--- config.mk ---
export PLATFORM = sky130hd
export DESIGN_NAME = vga_fat_timing
export DESIGN_NICKNAME = d
export VERILOG_FILES = /design/src/rtl/vga_fat_pkg.sv /design/src/rtl/fp_axis_counter.sv /design/src/rtl/fp_axis_decode.sv /design/src/rtl/fp_raster_map.sv /design/src/rtl/fp_line_irq.sv /design/src/rtl/vga_fat_timing.sv
export SDC_FILE = /design/constraint.sdc
export NUM_CORES = 1
export LEC_CHECK = 0
export CAP_MARGIN = 20
export CORE_ASPECT_RATIO = 0.75
export CORE_MARGIN = 4
export CORE_UTILIZATION = 45
export DETAILED_ROUTE_END_ITERATION = 6
export PLACE_DENSITY_LB_ADDON = 0.3
export SYNTH_ARGS = -nofsm -noshare
export SYNTH_HDL_FRONTEND = slang
export SYNTH_SLANG_ARGS = --single-unit
--- constraint.sdc ---
create_clock -name clk -period 2.2 [get_ports clk]
set_input_delay 0.55 -clock clk [delete_from_list [all_inputs] [get_ports clk]]
set_output_delay 0.55 -clock clk [all_outputs]
set_load 0.01 [all_outputs]
--- src/rtl/vga_fat_pkg.sv ---
// Package: shared types for the doubled-pixel VGA timing generator.
// Assumes every source pixel is doubled in both directions (shift by one).
package vga_fat_pkg;

    // Height selection of the source raster
    typedef enum logic {
        HEIGHT_SHORT = 1'b0,
        HEIGHT_TALL  = 1'b1
    } height_mode_e;

    // Log2 of the doubling factor in both directions
    localparam int DOUBLE_SHIFT = 1;

endpackage

--- src/rtl/fp_axis_counter.sv ---
// Module: fp_axis_counter
// Wrapping position counter for one raster axis. It advances when enabled
// and wraps to 0 after TOTAL-1. It assumes TOTAL >= 2.
module fp_axis_counter #(
    parameter int TOTAL = 800,
    parameter int W     = $clog2(TOTAL)
) (
    input  logic         clk,
    input  logic         rst_n,
    input  logic         en,
    output logic [W-1:0] count,
    output logic         last
);
    localparam logic [W-1:0] LAST_VAL = W'(TOTAL - 1);

    assign last = (count == LAST_VAL);

    // Advance or wrap the position on each enabled clock
    always_ff @(posedge clk) begin
        if (!rst_n)
            count <= '0;
        else if (en)
            count <= last ? '0 : count + W'(1);
    end
endmodule

--- src/rtl/fp_axis_decode.sv ---
// Module: fp_axis_decode
// Decodes one axis position into a visible flag and an active-low sync.
// It assumes the order visible, front porch, sync, back porch, starting at 0.
module fp_axis_decode #(
    parameter int ACT  = 640,
    parameter int FP   = 16,
    parameter int SYNC = 96,
    parameter int W    = 10
) (
    input  logic [W-1:0] count,
    output logic         vis,
    output logic         sync_n
);
    localparam logic [W-1:0] SYNC_BEG = W'(ACT + FP);
    localparam logic [W-1:0] SYNC_END = W'(ACT + FP + SYNC);
    localparam logic [W-1:0] ACT_END  = W'(ACT);

    // Visible region and sync window
    always_comb begin
        vis    = (count < ACT_END);
        sync_n = !((count >= SYNC_BEG) && (count < SYNC_END));
    end
endmodule

--- src/rtl/fp_raster_map.sv ---
// Module: fp_raster_map
// Maps a monitor position onto the doubled source raster. It reports the
// picture flag, the source coordinates (0 outside the picture) and the
// line-start point used by the interrupt. It assumes a non-zero horizontal
// border. A zero top border is handled by its own generate variant.
module fp_raster_map
    import vga_fat_pkg::*;
#(
    parameter int H_ACT   = 640,
    parameter int V_ACT   = 480,
    parameter int SRC_W   = 256,
    parameter int SRC_HS  = 192,
    parameter int SRC_HT  = 240,
    parameter int HW      = 10,
    parameter int VW      = 10,
    parameter int XW      = 8,
    parameter int YW      = 8
) (
    input  logic [HW-1:0] h,
    input  logic [VW-1:0] v,
    input  height_mode_e  mode,
    output logic          active,
    output logic [XW-1:0] src_x,
    output logic [YW-1:0] src_y,
    output logic          line_start
);
    localparam int H_BORD  = (H_ACT - (SRC_W << DOUBLE_SHIFT)) / 2;
    localparam int VB_S    = (V_ACT - (SRC_HS << DOUBLE_SHIFT)) / 2;
    localparam int VB_T    = (V_ACT - (SRC_HT << DOUBLE_SHIFT)) / 2;
    localparam logic [HW-1:0] H_BEG  = HW'(H_BORD);
    localparam logic [HW-1:0] H_END  = HW'(H_BORD + (SRC_W << DOUBLE_SHIFT));
    localparam logic [VW-1:0] VS_BEG = VW'(VB_S);
    localparam logic [VW-1:0] VS_END = VW'(VB_S + (SRC_HS << DOUBLE_SHIFT));
    localparam logic [VW-1:0] VT_BEG = VW'(VB_T);
    localparam logic [VW-1:0] VT_END = VW'(VB_T + (SRC_HT << DOUBLE_SHIFT));

    logic          h_in;
    logic          in_short;
    logic          in_tall;
    logic          v_in;
    logic [VW-1:0] v_top;
    logic [HW-1:0] h_off;
    logic [VW-1:0] v_off;

    // The short window always has a top border
    assign in_short = (v >= VS_BEG) && (v < VS_END);

    // The tall window either starts at line 0 or has its own border
    generate
        if (VB_T == 0) begin : g_tall_full
            assign in_tall = (v < VT_END);
        end else begin : g_tall_bord
            assign in_tall = (v >= VT_BEG) && (v < VT_END);
        end
    endgenerate

    // Window test, offsets and halved source coordinates
    always_comb begin
        h_in   = (h >= H_BEG) && (h < H_END);
        v_in   = (mode == HEIGHT_TALL) ? in_tall : in_short;
        v_top  = (mode == HEIGHT_TALL) ? VT_BEG : VS_BEG;
        active = h_in && v_in;
        h_off  = h - H_BEG;
        v_off  = v - v_top;
        src_x  = active ? XW'(h_off >> DOUBLE_SHIFT) : '0;
        src_y  = active ? YW'(v_off >> DOUBLE_SHIFT) : '0;
        line_start = active && (h == H_BEG) && !v_off[0];
    end
endmodule

--- src/rtl/fp_line_irq.sv ---
// Module: fp_line_irq
// Scan-line interrupt. A hit is a line start whose source line equals the
// programmed value. A hit gives a one-cycle pulse and sets a sticky flag.
// The clear strobe resets the flag, but a hit on the same edge wins.
module fp_line_irq #(
    parameter int YW = 8
) (
    input  logic          clk,
    input  logic          rst_n,
    input  logic          line_start,
    input  logic [YW-1:0] src_y,
    input  logic [YW-1:0] irq_line,
    input  logic          irq_clr,
    output logic          hit,
    output logic          irq_pulse,
    output logic          irq_flag
);
    assign hit = line_start && (src_y == irq_line);

    // Register the pulse and update the sticky flag
    always_ff @(posedge clk) begin
        if (!rst_n) begin
            irq_pulse <= 1'b0;
            irq_flag  <= 1'b0;
        end else begin
            irq_pulse <= hit;
            if (hit)
                irq_flag <= 1'b1;
            else if (irq_clr)
                irq_flag <= 1'b0;
        end
    end
endmodule

--- src/rtl/vga_fat_timing.sv ---
// Module: vga_fat_timing (top)
// 640x480 VGA timing with a doubled, centred source raster and a scan-line
// interrupt. All outputs except the interrupt are decoded from the two
// position counters. The height mode is latched during reset and at the
// last clock of each frame.
module vga_fat_timing
    import vga_fat_pkg::*;
#(
    parameter int H_ACT  = 640,
    parameter int H_FP   = 16,
    parameter int H_SYNC = 96,
    parameter int H_BP   = 48,
    parameter int V_ACT  = 480,
    parameter int V_FP   = 10,
    parameter int V_SYNC = 2,
    parameter int V_BP   = 33,
    parameter int SRC_W  = 256,
    parameter int SRC_HS = 192,
    parameter int SRC_HT = 240,
    localparam int H_TOT = H_ACT + H_FP + H_SYNC + H_BP,
    localparam int V_TOT = V_ACT + V_FP + V_SYNC + V_BP,
    localparam int HW    = $clog2(H_TOT),
    localparam int VW    = $clog2(V_TOT),
    localparam int XW    = $clog2(SRC_W),
    localparam int YW    = $clog2(SRC_HT)
) (
    input  logic          clk,
    input  logic          rst_n,
    input  logic          tall_mode,
    input  logic [YW-1:0] irq_line,
    input  logic          irq_clr,
    output logic          hsync_n,
    output logic          vsync_n,
    output logic          visible,
    output logic          active,
    output logic          border,
    output logic [XW-1:0] src_x,
    output logic [YW-1:0] src_y,
    output logic          irq_pulse,
    output logic          irq_flag
);
    logic [HW-1:0] h_cnt;
    logic [VW-1:0] v_cnt;
    logic          h_last;
    logic          v_last;
    logic          h_vis;
    logic          v_vis;
    logic          line_start;
    logic          irq_hit_w;
    height_mode_e  mode_q;

    fp_axis_counter #(.TOTAL(H_TOT), .W(HW)) u_hcnt (
        .clk(clk), .rst_n(rst_n), .en(1'b1), .count(h_cnt), .last(h_last)
    );

    fp_axis_counter #(.TOTAL(V_TOT), .W(VW)) u_vcnt (
        .clk(clk), .rst_n(rst_n), .en(h_last), .count(v_cnt), .last(v_last)
    );

    fp_axis_decode #(.ACT(H_ACT), .FP(H_FP), .SYNC(H_SYNC), .W(HW)) u_hdec (
        .count(h_cnt), .vis(h_vis), .sync_n(hsync_n)
    );

    fp_axis_decode #(.ACT(V_ACT), .FP(V_FP), .SYNC(V_SYNC), .W(VW)) u_vdec (
        .count(v_cnt), .vis(v_vis), .sync_n(vsync_n)
    );

    // Latch the height selection in reset and at the frame boundary
    always_ff @(posedge clk) begin
        if (!rst_n)
            mode_q <= height_mode_e'(tall_mode);
        else if (h_last && v_last)
            mode_q <= height_mode_e'(tall_mode);
    end

    fp_raster_map #(
        .H_ACT(H_ACT), .V_ACT(V_ACT), .SRC_W(SRC_W), .SRC_HS(SRC_HS),
        .SRC_HT(SRC_HT), .HW(HW), .VW(VW), .XW(XW), .YW(YW)
    ) u_map (
        .h(h_cnt), .v(v_cnt), .mode(mode_q), .active(active),
        .src_x(src_x), .src_y(src_y), .line_start(line_start)
    );

    fp_line_irq #(.YW(YW)) u_irq (
        .clk(clk), .rst_n(rst_n), .line_start(line_start), .src_y(src_y),
        .irq_line(irq_line), .irq_clr(irq_clr), .hit(irq_hit_w),
        .irq_pulse(irq_pulse), .irq_flag(irq_flag)
    );

    // Visible screen and border classification
    always_comb begin
        visible = h_vis && v_vis;
        border  = visible && !active;
    end
endmodule

==> tab_implementation.tex, run 1 <==
\begin{tabular}{lr}
\hline
Metric & Value \\
\hline
\multicolumn{2}{l}{\textbf{Run status}} \\
\quad Status & complete, but fails checks \\
\quad Violations in the final reports & negative setup slack \\
\multicolumn{2}{l}{\textbf{Placed design}} \\
\quad Post-detailed-placement cell area & 0.002283 mm2 \\
\quad \# port buffers & 34 \\
\quad Pre-CTS worst setup slack & -339.0 ps \\
\quad Routability congestion estimate from global placement & 0.9326 \\
\quad Post-detailed-placement half-perimeter wirelength & about 3.4 mm \\
\quad Placed instance count & 308 \\
\multicolumn{2}{l}{\textbf{Floorplan}} \\
\quad Chip Height & 59.55 um \\
\quad Core Region & 0.003356 mm2 \\
\quad Starting density of the core & between 40\% and 50\% \\
\quad Standard-cell row count & 18 \\
\quad Area of the die & 0.004569 mm2 \\
\quad Horizontal extent of the die & around 77 um \\
\quad Number of top-level pins & 35 \\
\multicolumn{2}{l}{\textbf{Timing}} \\
\quad Final worst clock skew & 3.172 ps \\
\quad Unrepaired setup endpoints after global routing & true \\
\quad Tightest slew margin relative to the limit & between 70\% and 80\% \\
\quad Slew at the pin with the worst max-slew slack & 351.1 ps \\
\quad Smallest setup slack after layout & -220.0 ps \\
\quad Fin crit period & between 2000 and 2500 ps \\
\quad Setup TNS & -2265 ps \\
\quad Maximum operating frequency & 413.2 MHz \\
\quad Final setup violating endpoints & 19 \\
\quad Final hold violations & 0 \\
\quad Count of pins over their slew limit & 0 \\
\quad Smallest hold slack & 452.3 ps \\
\quad Period utilization & 110.0\% \\
\multicolumn{2}{l}{\textbf{Routing}} \\
\quad Number of DRC markers in iteration 0 & 141 \\
\quad Average via count per standard cell & 5.370 \\
\quad Antenna viol nets, final & 0 \\
\quad Number of remaining DRC errors & 0 \\
\quad Wirelength per Cell & 16.82 um \\
\quad Routed via count & 1713 \\
\quad Length of the first detailed-routing pass in iterations & 6 \\
\quad DRT Wirelength & about 5.4 mm \\
\multicolumn{2}{l}{\textbf{Final layout}} \\
\quad Multi-input gate area & $\sim$0.0012 mm2 \\
\quad Util after Layout & 76.66\% \\
\quad Proportion of layout cells with a drive suffix above 1 & 40.14\% \\
\quad Post-Layout Cell Count & approximately 320 \\
\quad Final nets & 304 \\
\quad Sequential cell area in the final layout & 480.5 um2 \\
\quad Final-layout fill cell count & between 200 and 250 \\
\quad Final std cell area, no fill & 0.002572 mm2 \\
\quad Synthesis-to-finish area growth & 61.38\% \\
\quad Antenna diode instance count & 0 \\
\multicolumn{2}{l}{\textbf{Global route}} \\
\quad Global-route met1 utilization & 30.93\% \\
\quad First-pass GRT wire length & 7.969 mm \\
\quad Total grt overflow & 0 \\
\quad Grt met2 use & between 30 and 40\% \\
\quad Number of global-route vias before repair & 1616 \\
\quad Global-route met3 utilization & 5.319\% \\
\quad Busiest layer in global routing & met2 \\
\quad Overall global routing resource usage & 22.59\% \\
\quad Pin count of the biggest net entering global routing & 14 \\
\quad Initial antenna violation count & 0 \\
\multicolumn{2}{l}{\textbf{Power and ir drop}} \\
\quad Leak Pwr & 1.068 nW \\
\quad Design Power & between 0.8 and 0.9 mW \\
\quad Power density over the cells & 319.5 mW/mm2 \\
\quad Worst IR Drop VDD & about 0.23 mV \\
\multicolumn{2}{l}{\textbf{CTS}} \\
\quad Worst-Skew Late Latency & 260 ps \\
\quad CTS H-tree lvls & 1 \\
\quad Count of hold-fix buffers inserted at cts & 0 \\
\quad Number of buffers inserted during clock tree synthesis & 3 \\
\quad CTS tree & built \\
\quad Cell at the root of the clock tree & clkbuf\_8 \\
\quad Clock sink count & 23 \\
\quad Clock-pin slew on the worst setup and hold paths & 80 ps \\
\quad Number of buffers between clock root and the deepest sink & 2 \\
\multicolumn{2}{l}{\textbf{Logic synthesis}} \\
\quad Share of the synthesized area in the top cell type & 27.63\% \\
\quad Synthesis Warnings & 0 \\
\quad Count leader, synth & nor2\_1 \\
\quad Syn avg cell area & roughly 8.1 um2 \\
\quad Post-synth design cell area & 0.001594 mm2 \\
\quad Number of flip-flops and latches in the synthesized netlist & 23 \\
\quad Post-synthesis instance total & $\sim$200 \\
\quad Most common flop cell mapped by yosys & dfxtp\_1 \\
\quad Most area-consuming cells after synthesis & dfxtp\_1 (28\%), ha\_1 (8.6\%), xnor2\_1 (8.2\%) \\
\quad Post-synthesis async set-or-reset flop share & 0\% \\
\quad Most numerous cell types in the synthesized netlist & nor2\_1 (34), dfxtp\_1 (22), xnor2\_1 (15), inv\_1 (14), nand2\_1 (12) \\
\quad Post-synthesis cell type count & 42 \\
\quad Number of flops mapped to enable cells by yosys & 1 \\
\quad Synth Net Count & 221 \\
\quad Largest area contributor in the synthesized netlist & dfxtp\_1 \\
\quad Fraction of the yosys area taken by sequential cells & 29.51\% \\
\multicolumn{2}{l}{\textbf{Worst setup path}} \\
\quad Category of the worst setup path capture point & output port \\
\quad Slowest cell on crit path & edfxtp\_1 \\
\quad Setup crit start kind & flop \\
\quad Delay contributed by the slowest stage of the critical path & between 400 and 500 ps \\
\quad Data required, critical path & 1650 ps \\
\quad Critical path peak fanout & 6 \\
\quad Crit-path cells & buf\_6 -> nand3b\_1 -> a31oi\_4 -> nor3\_4 -> nand2\_4 -> buf\_12 -> a21oi\_2 -> buf\_2 \\
\quad Arrival @ worst endpoint & 1870 ps \\
\quad Worst setup path class & flop to output port \\
\multicolumn{2}{l}{\textbf{Flow run}} \\
\quad MaxCap Viol Count & 0 \\
\multicolumn{2}{l}{\textbf{Worst hold path}} \\
\quad Path class of the lowest-slack min-delay path & flop to flop \\
\hline
\end{tabular}
==> layout make-up <==
cell class,count,share of cell area [%]
clock buffer,3,1.605
clock inverter,1,0.1946
inverter,15,2.481
multi-input combinational,151,46.40
sequential,23,18.68
tap,40,1.946
timing repair buffer,86,28.70
==> report_power, final <==
part	internal, mW	switching (mW)
Sequential	0.422	0.00384
Combinational	0.0700	0.0601
Clock	0.126	0.139
==> worst paths after layout <==
| path | start | end | slack [ps] | depth (start not counted) |
|---|---|---|---|---|
| worst min-delay path | u_irq.irq_flag | u_irq.irq_flag | 450 | 2 |
| worst max-delay path | mode_q | src_x[7] | -220 | 8 |
| worst max register to register | u_vcnt.count[4] | u_irq.irq_flag | -170 | 8 |
| worst min register to register | u_irq.irq_flag | u_irq.irq_flag | 450 | 2 |
==> flip-flops by register name, indices dropped and copies added (netlist names) <==
name,cells
u_hcnt.count,10
u_vcnt.count,10
mode_q,1
u_irq.irq_flag,1
u_irq.irq_pulse,1
==> cells by family after synthesis <==
group | share of synthesized area (%)
AO/OA/AOI/OAI | 8.478
XOR/XNOR | 13.19
flip-flops | 29.51
multiplexers | 0.6280
buffers and inverters | 6.908
AND/OR/NAND/NOR | 31.40
adder cells (fa/ha/maj) | 9.890
==> cell usage in the layout, fill, tap and decap left out, types with 2 or more instances in the layout <==
cell type         n
o2111ai_1         2
clkdlybuf4s50_1  13
inv_1            13
buf_6            16
clkbuf_8          3
ha_4              2
xnor2_1          14
nor3_1            3
or3_1             4
a21oi_1           3
nand2b_1          5
dfxtp_2           2
buf_4            48
o21ai_0           3
dfxtp_4           2
buf_2             5
xor2_1            9
dlygate4sd2_1     2
nand2_1          11
nand4_1           7
nor2_1           25
dfxtp_1          18
and2_1            3
and2_4            5
ha_1              9
nand3_1           7
nor2_4            7
nor3_4            4
nor2_2            2
==> routing by layer <==
layer | vias to the layer above | routed length (um)
li1 | 826 | -
met3 | 11 | 350
met1 | 803 | 2415
met2 | 73 | 2450
met5 | - | 0
met4 | 0 | 150
==> critical path: cells and delay by family, from the launching register on <==
family | cells | cell delay, ps
and+or+nand+nor | 3 | 490
buffers and inverters | 3 | 460
AOI/OAI and AO/OA | 2 | 230
DFF | 1 | 410
==> timing repair <==
item,CTS,global route
resized for setup,111,29
pin swaps,7,6
endpoints found under the setup margin,23,22
buffers inserted,5,2
Note: power is estimated with default switching activity, not from simulation.
==> inputs of run 2 (changes only) <==
--- a/config.mk
+++ b/config.mk
@@ -5,10 +5,9 @@
 export SDC_FILE = /design/constraint.sdc
 export NUM_CORES = 1
 export LEC_CHECK = 0
-export CAP_MARGIN = 20
 export CORE_ASPECT_RATIO = 0.75
 export CORE_MARGIN = 4
-export CORE_UTILIZATION = 45
+export CORE_UTILIZATION = 42
 export DETAILED_ROUTE_END_ITERATION = 6
 export PLACE_DENSITY_LB_ADDON = 0.3
 export SYNTH_ARGS = -nofsm -noshare
==> run 2 against run 1 <==
  * The flow still finishes with violations (negative setup slack)
  * First-iteration DRC count is 33% lower
  * Design area is 0.24% lower
  * Combinational power is 5% lower
  * Hold slack better by 20 ps
  * Wire length is 7.0% lower
  * Core utilization is 6.6 points lower
  * Via count is 0.70% lower
  * Final cell count is 3.8% higher
  * Largest power group unchanged
==> tab_implementation.tex, run 2 (synthesized netlist as in run 1, its figures left out) <==
\begin{tabular}{lr}
\hline
Metric & Value \\
\hline
\multicolumn{2}{l}{\textbf{Run status}} \\
\quad Status & complete, but fails checks \\
\quad Violations in the final reports & negative setup slack \\
\multicolumn{2}{l}{\textbf{Final layout}} \\
\quad Most frequent cells in the layout & buf\_4 (47), nor2\_1 (24), dfxtp\_1 (16) \\
\quad Proportion of layout cells with a drive suffix above 1 & 42.65\% (+2.5 points) \\
\quad Final nets & 304 (unchanged) \\
\quad Synthesis-to-finish area growth & 60.99\% \\
\quad Antenna diode instance count & 0 (unchanged) \\
\quad Largest registers & u\_hcnt.count x10, u\_vcnt.count x10 \\
\quad Post-Layout Cell Count & 331 (+3.8\%) \\
\quad Leading cell type in the layout, fill and taps excluded & buf\_4 \\
\multicolumn{2}{l}{\textbf{Placed design}} \\
\quad Routability congestion estimate from global placement & 0.9030 (-3.2\%) \\
\quad Post-detailed-placement half-perimeter wirelength & 3.489 mm (+1.3\%) \\
\quad Placed instance count & 323 (+4.9\%) \\
\quad \# port buffers & 34 (unchanged) \\
\multicolumn{2}{l}{\textbf{Global route}} \\
\quad Overall global routing resource usage & 19.71\% (-2.9 points) \\
\quad Pin count of the biggest net entering global routing & 13 (-1) \\
\quad First-pass GRT wire length & 7.362 mm (-7.6\%) \\
\quad Total grt overflow & 0 (unchanged) \\
\quad Initial antenna violation count & 0 (unchanged) \\
\quad Number of global-route vias before repair & 1556 (-3.7\%) \\
\multicolumn{2}{l}{\textbf{Floorplan}} \\
\quad Area of the die & 0.004855 mm2 (+6.3\%) \\
\quad Standard-cell row count & 19 (+1) \\
\quad Horizontal extent of the die & 79.14 um (+3.1\%) \\
\quad Core Region & 0.003661 mm2 (+9.1\%) \\
\quad Chip Height & 61.35 um (+3.0\%) \\
\quad Number of top-level pins & 35 (unchanged) \\
\quad Starting density of the core & 43.54\% (-4.0 points) \\
\multicolumn{2}{l}{\textbf{Timing}} \\
\quad Smallest setup slack after layout & -213.0 ps (+7.022 ps) \\
\quad Fin crit period & 2413 ps (-7.022 ps) \\
\quad Final hold violations & 0 (unchanged) \\
\quad Unrepaired setup endpoints after global routing & true \\
\quad Setup TNS & -2735 ps (-469.9 ps) \\
\quad Final worst clock skew & 3.161 ps (-0.01099 ps) \\
\quad Slew at the pin with the worst max-slew slack & 378.9 ps (+27.76 ps) \\
\quad Final setup violating endpoints & 19 (unchanged) \\
\quad Period utilization & 109.7\% (-0.32 points) \\
\quad Count of pins over their slew limit & 0 (unchanged) \\
\quad Tightest slew margin relative to the limit & 74.55\% (-2.0 points) \\
\quad Maximum operating frequency & 414.4 MHz (+0.29\%) \\
\multicolumn{2}{l}{\textbf{Routing}} \\
\quad Routed via count & 1701 (-0.70\%) \\
\quad Wirelength per Cell & 15.08 um (-10\%) \\
\quad Number of DRC markers in iteration 0 & 95 (-33\%) \\
\quad Length of the first detailed-routing pass in iterations & 4 (-2) \\
\quad DRT Wirelength & 4.993 mm (-7.0\%) \\
\quad Number of remaining DRC errors & 0 (unchanged) \\
\quad Average via count per standard cell & 5.139 (-4.3\%) \\
\quad Antenna viol nets, final & 0 (unchanged) \\
\multicolumn{2}{l}{\textbf{Power and ir drop}} \\
\quad Sequential power share & 51.8\% (about the same) \\
\quad Power density over the cells & 319.4 mW/mm2 (about the same) \\
\quad Internal power & 0.6198 mW (+0.20\%) \\
\quad Worst IR Drop VDD & 0.3301 mV (+41\%) \\
\quad Part of the total power dissipated in combinational logic & 15.0\% (-0.8 points) \\
\quad Clock network fraction of design power & 33.2\% (+0.9 points) \\
\quad Leak Pwr & 1.064 nW (-0.41\%) \\
\quad Switching part of the total & 24.38\% (-0.35 points) \\
\quad Reported net switching power & 0.1999 mW (-1.7\%) \\
\multicolumn{2}{l}{\textbf{Worst setup path}} \\
\quad Delay contributed by the slowest stage of the critical path & 460 ps (+50 ps) \\
\quad Slowest cell on crit path & edfxtp\_1 \\
\quad Worst setup path class & flop to output port \\
\quad Number of buffers and inverters on the critical path & 3 (unchanged) \\
\quad Category of the worst setup path capture point & output port \\
\quad Critical path startpoint & mode\_q \\
\quad Data required, critical path & 1650 ps (about the same) \\
\quad Critical register-to-register path startpoint & mode\_q \\
\quad Arrival @ worst endpoint & 1860 ps (about the same) \\
\quad Critical path peak fanout & 4 (-2) \\
\quad Setup crit start kind & flop \\
\quad Crit-path cells & buf\_6 -> ha\_4 -> a211oi\_2 -> buf\_4 -> xnor2\_2 -> nor2\_2 -> buf\_2 \\
\quad Cell family with the largest share of critical-path delay & buffers and inverters \\
\multicolumn{2}{l}{\textbf{CTS}} \\
\quad CTS H-tree lvls & 1 (unchanged) \\
\quad Number of buffers between clock root and the deepest sink & 2 (unchanged) \\
\quad Worst-Skew Late Latency & 270 ps (about the same) \\
\quad CTS tree & built \\
\quad Cell at the root of the clock tree & clkbuf\_8 \\
\quad Clock-pin slew on the worst setup and hold paths & 80 ps (about the same) \\
\quad Number of buffers inserted during clock tree synthesis & 3 (unchanged) \\
\quad Clock sink count & 23 (unchanged) \\
\multicolumn{2}{l}{\textbf{Flow run}} \\
\quad MaxCap Viol Count & 0 (unchanged) \\
\multicolumn{2}{l}{\textbf{Worst hold path}} \\
\quad Path class of the lowest-slack min-delay path & flop to flop \\
\quad Startpoint of the lowest-slack hold path & u\_irq.irq\_flag \\
\hline
\end{tabular}
[run 2: worst register-to-register path, delay by kind of cell (launching register included)]
| family | cells | cell delay (ps) |
|---|---|---|
| xor+xnor | 1 | 160 |
| buf+inv | 3 | 340 |
| flops | 1 | 440 |
| fa+ha+maj | 1 | 430 |
| compound gates | 3 | 870 |
[run 2: cell type report]
class	instances	area [um2]
clock buffer	4	45.04
multi-input combinational	151	1201
sequential	23	485.5
timing repair buffer	86	708.2
inverter	15	61.31
fill	294	1095
tap	52	65.06
[run 2: path summary, 6_finish.rpt]
kind                                       end  slack [ps]  depth (start not counted)
worst min-delay path            u_irq.irq_flag         470                          2
worst min register to register  u_irq.irq_flag         470                          2
worst max register to register  u_irq.irq_flag        -110                          8
worst max-delay path                  src_y[6]        -210                          7
[run 2: power by group through the flow]
stage	clock network [mW]	registers, mW	logic, mW
6_report	0.272	0.425	0.123
5_1_grt	0.295	0.426	0.134
4_1_cts	0.279	0.426	0.110
3_5_place_dp	0	0.438	0.101
3_3_place_gp	0	0.438	0.0994
2_1_floorplan	0	0.440	0.0427
[run 2: layer usage]
metal | GRT usage [%] | up-vias | wire [um]
li1 | - | 821 | -
met1 | 28.47 | 821 | 2371
met2 | 30.82 | 53 | 2325
met3 | 4.386 | 6 | 264
met4 | 3.431 | 0 | 31
met5 | 0 | - | 0
[run 2: what timing repair did]
item                       4_1_cts  5_1_grt
hold buffers                     0        0
setup buffers                    3        1
setup endpoints to repair       23       22
pin swaps                       12       16
gates resized for setup        108       33
[run 2: per-stage QoR]
| step | power [mW] | cell area [um2] | hold slack, ps | utilization, % | setup WS [ps] |
|---|---|---|---|---|---|
| 4_1_cts | 0.8152 | 2409 | 475.0 | 65.79 | -184.2 |
| 5_1_grt | 0.8546 | 2566 | 520.7 | 70.10 | -294.6 |
| 3_5_place_dp | 0.5386 | 2308 | 463.7 | 63.06 | -254.7 |
| 6_report | 0.8197 | 2566 | 472.0 | 70.10 | -213.0 |
| 2_1_floorplan | 0.4826 | 1594 | 441.8 | - | 21.47 |
| 3_3_place_gp | 0.5373 | 2308 | 444.9 | 63.06 | -248.5 |
==> inputs of run 3 (changes only) <==
--- a/config.mk
+++ b/config.mk
@@ -5,6 +5,7 @@
 export SDC_FILE = /design/constraint.sdc
 export NUM_CORES = 1
 export LEC_CHECK = 0
+export ABC_CLOCK_PERIOD_IN_PS = 2200
 export CORE_ASPECT_RATIO = 0.75
 export CORE_MARGIN = 4
 export CORE_UTILIZATION = 42
==> results of run 3 <==
The final DEF is identical to that of run 2; final timing and power are the same.
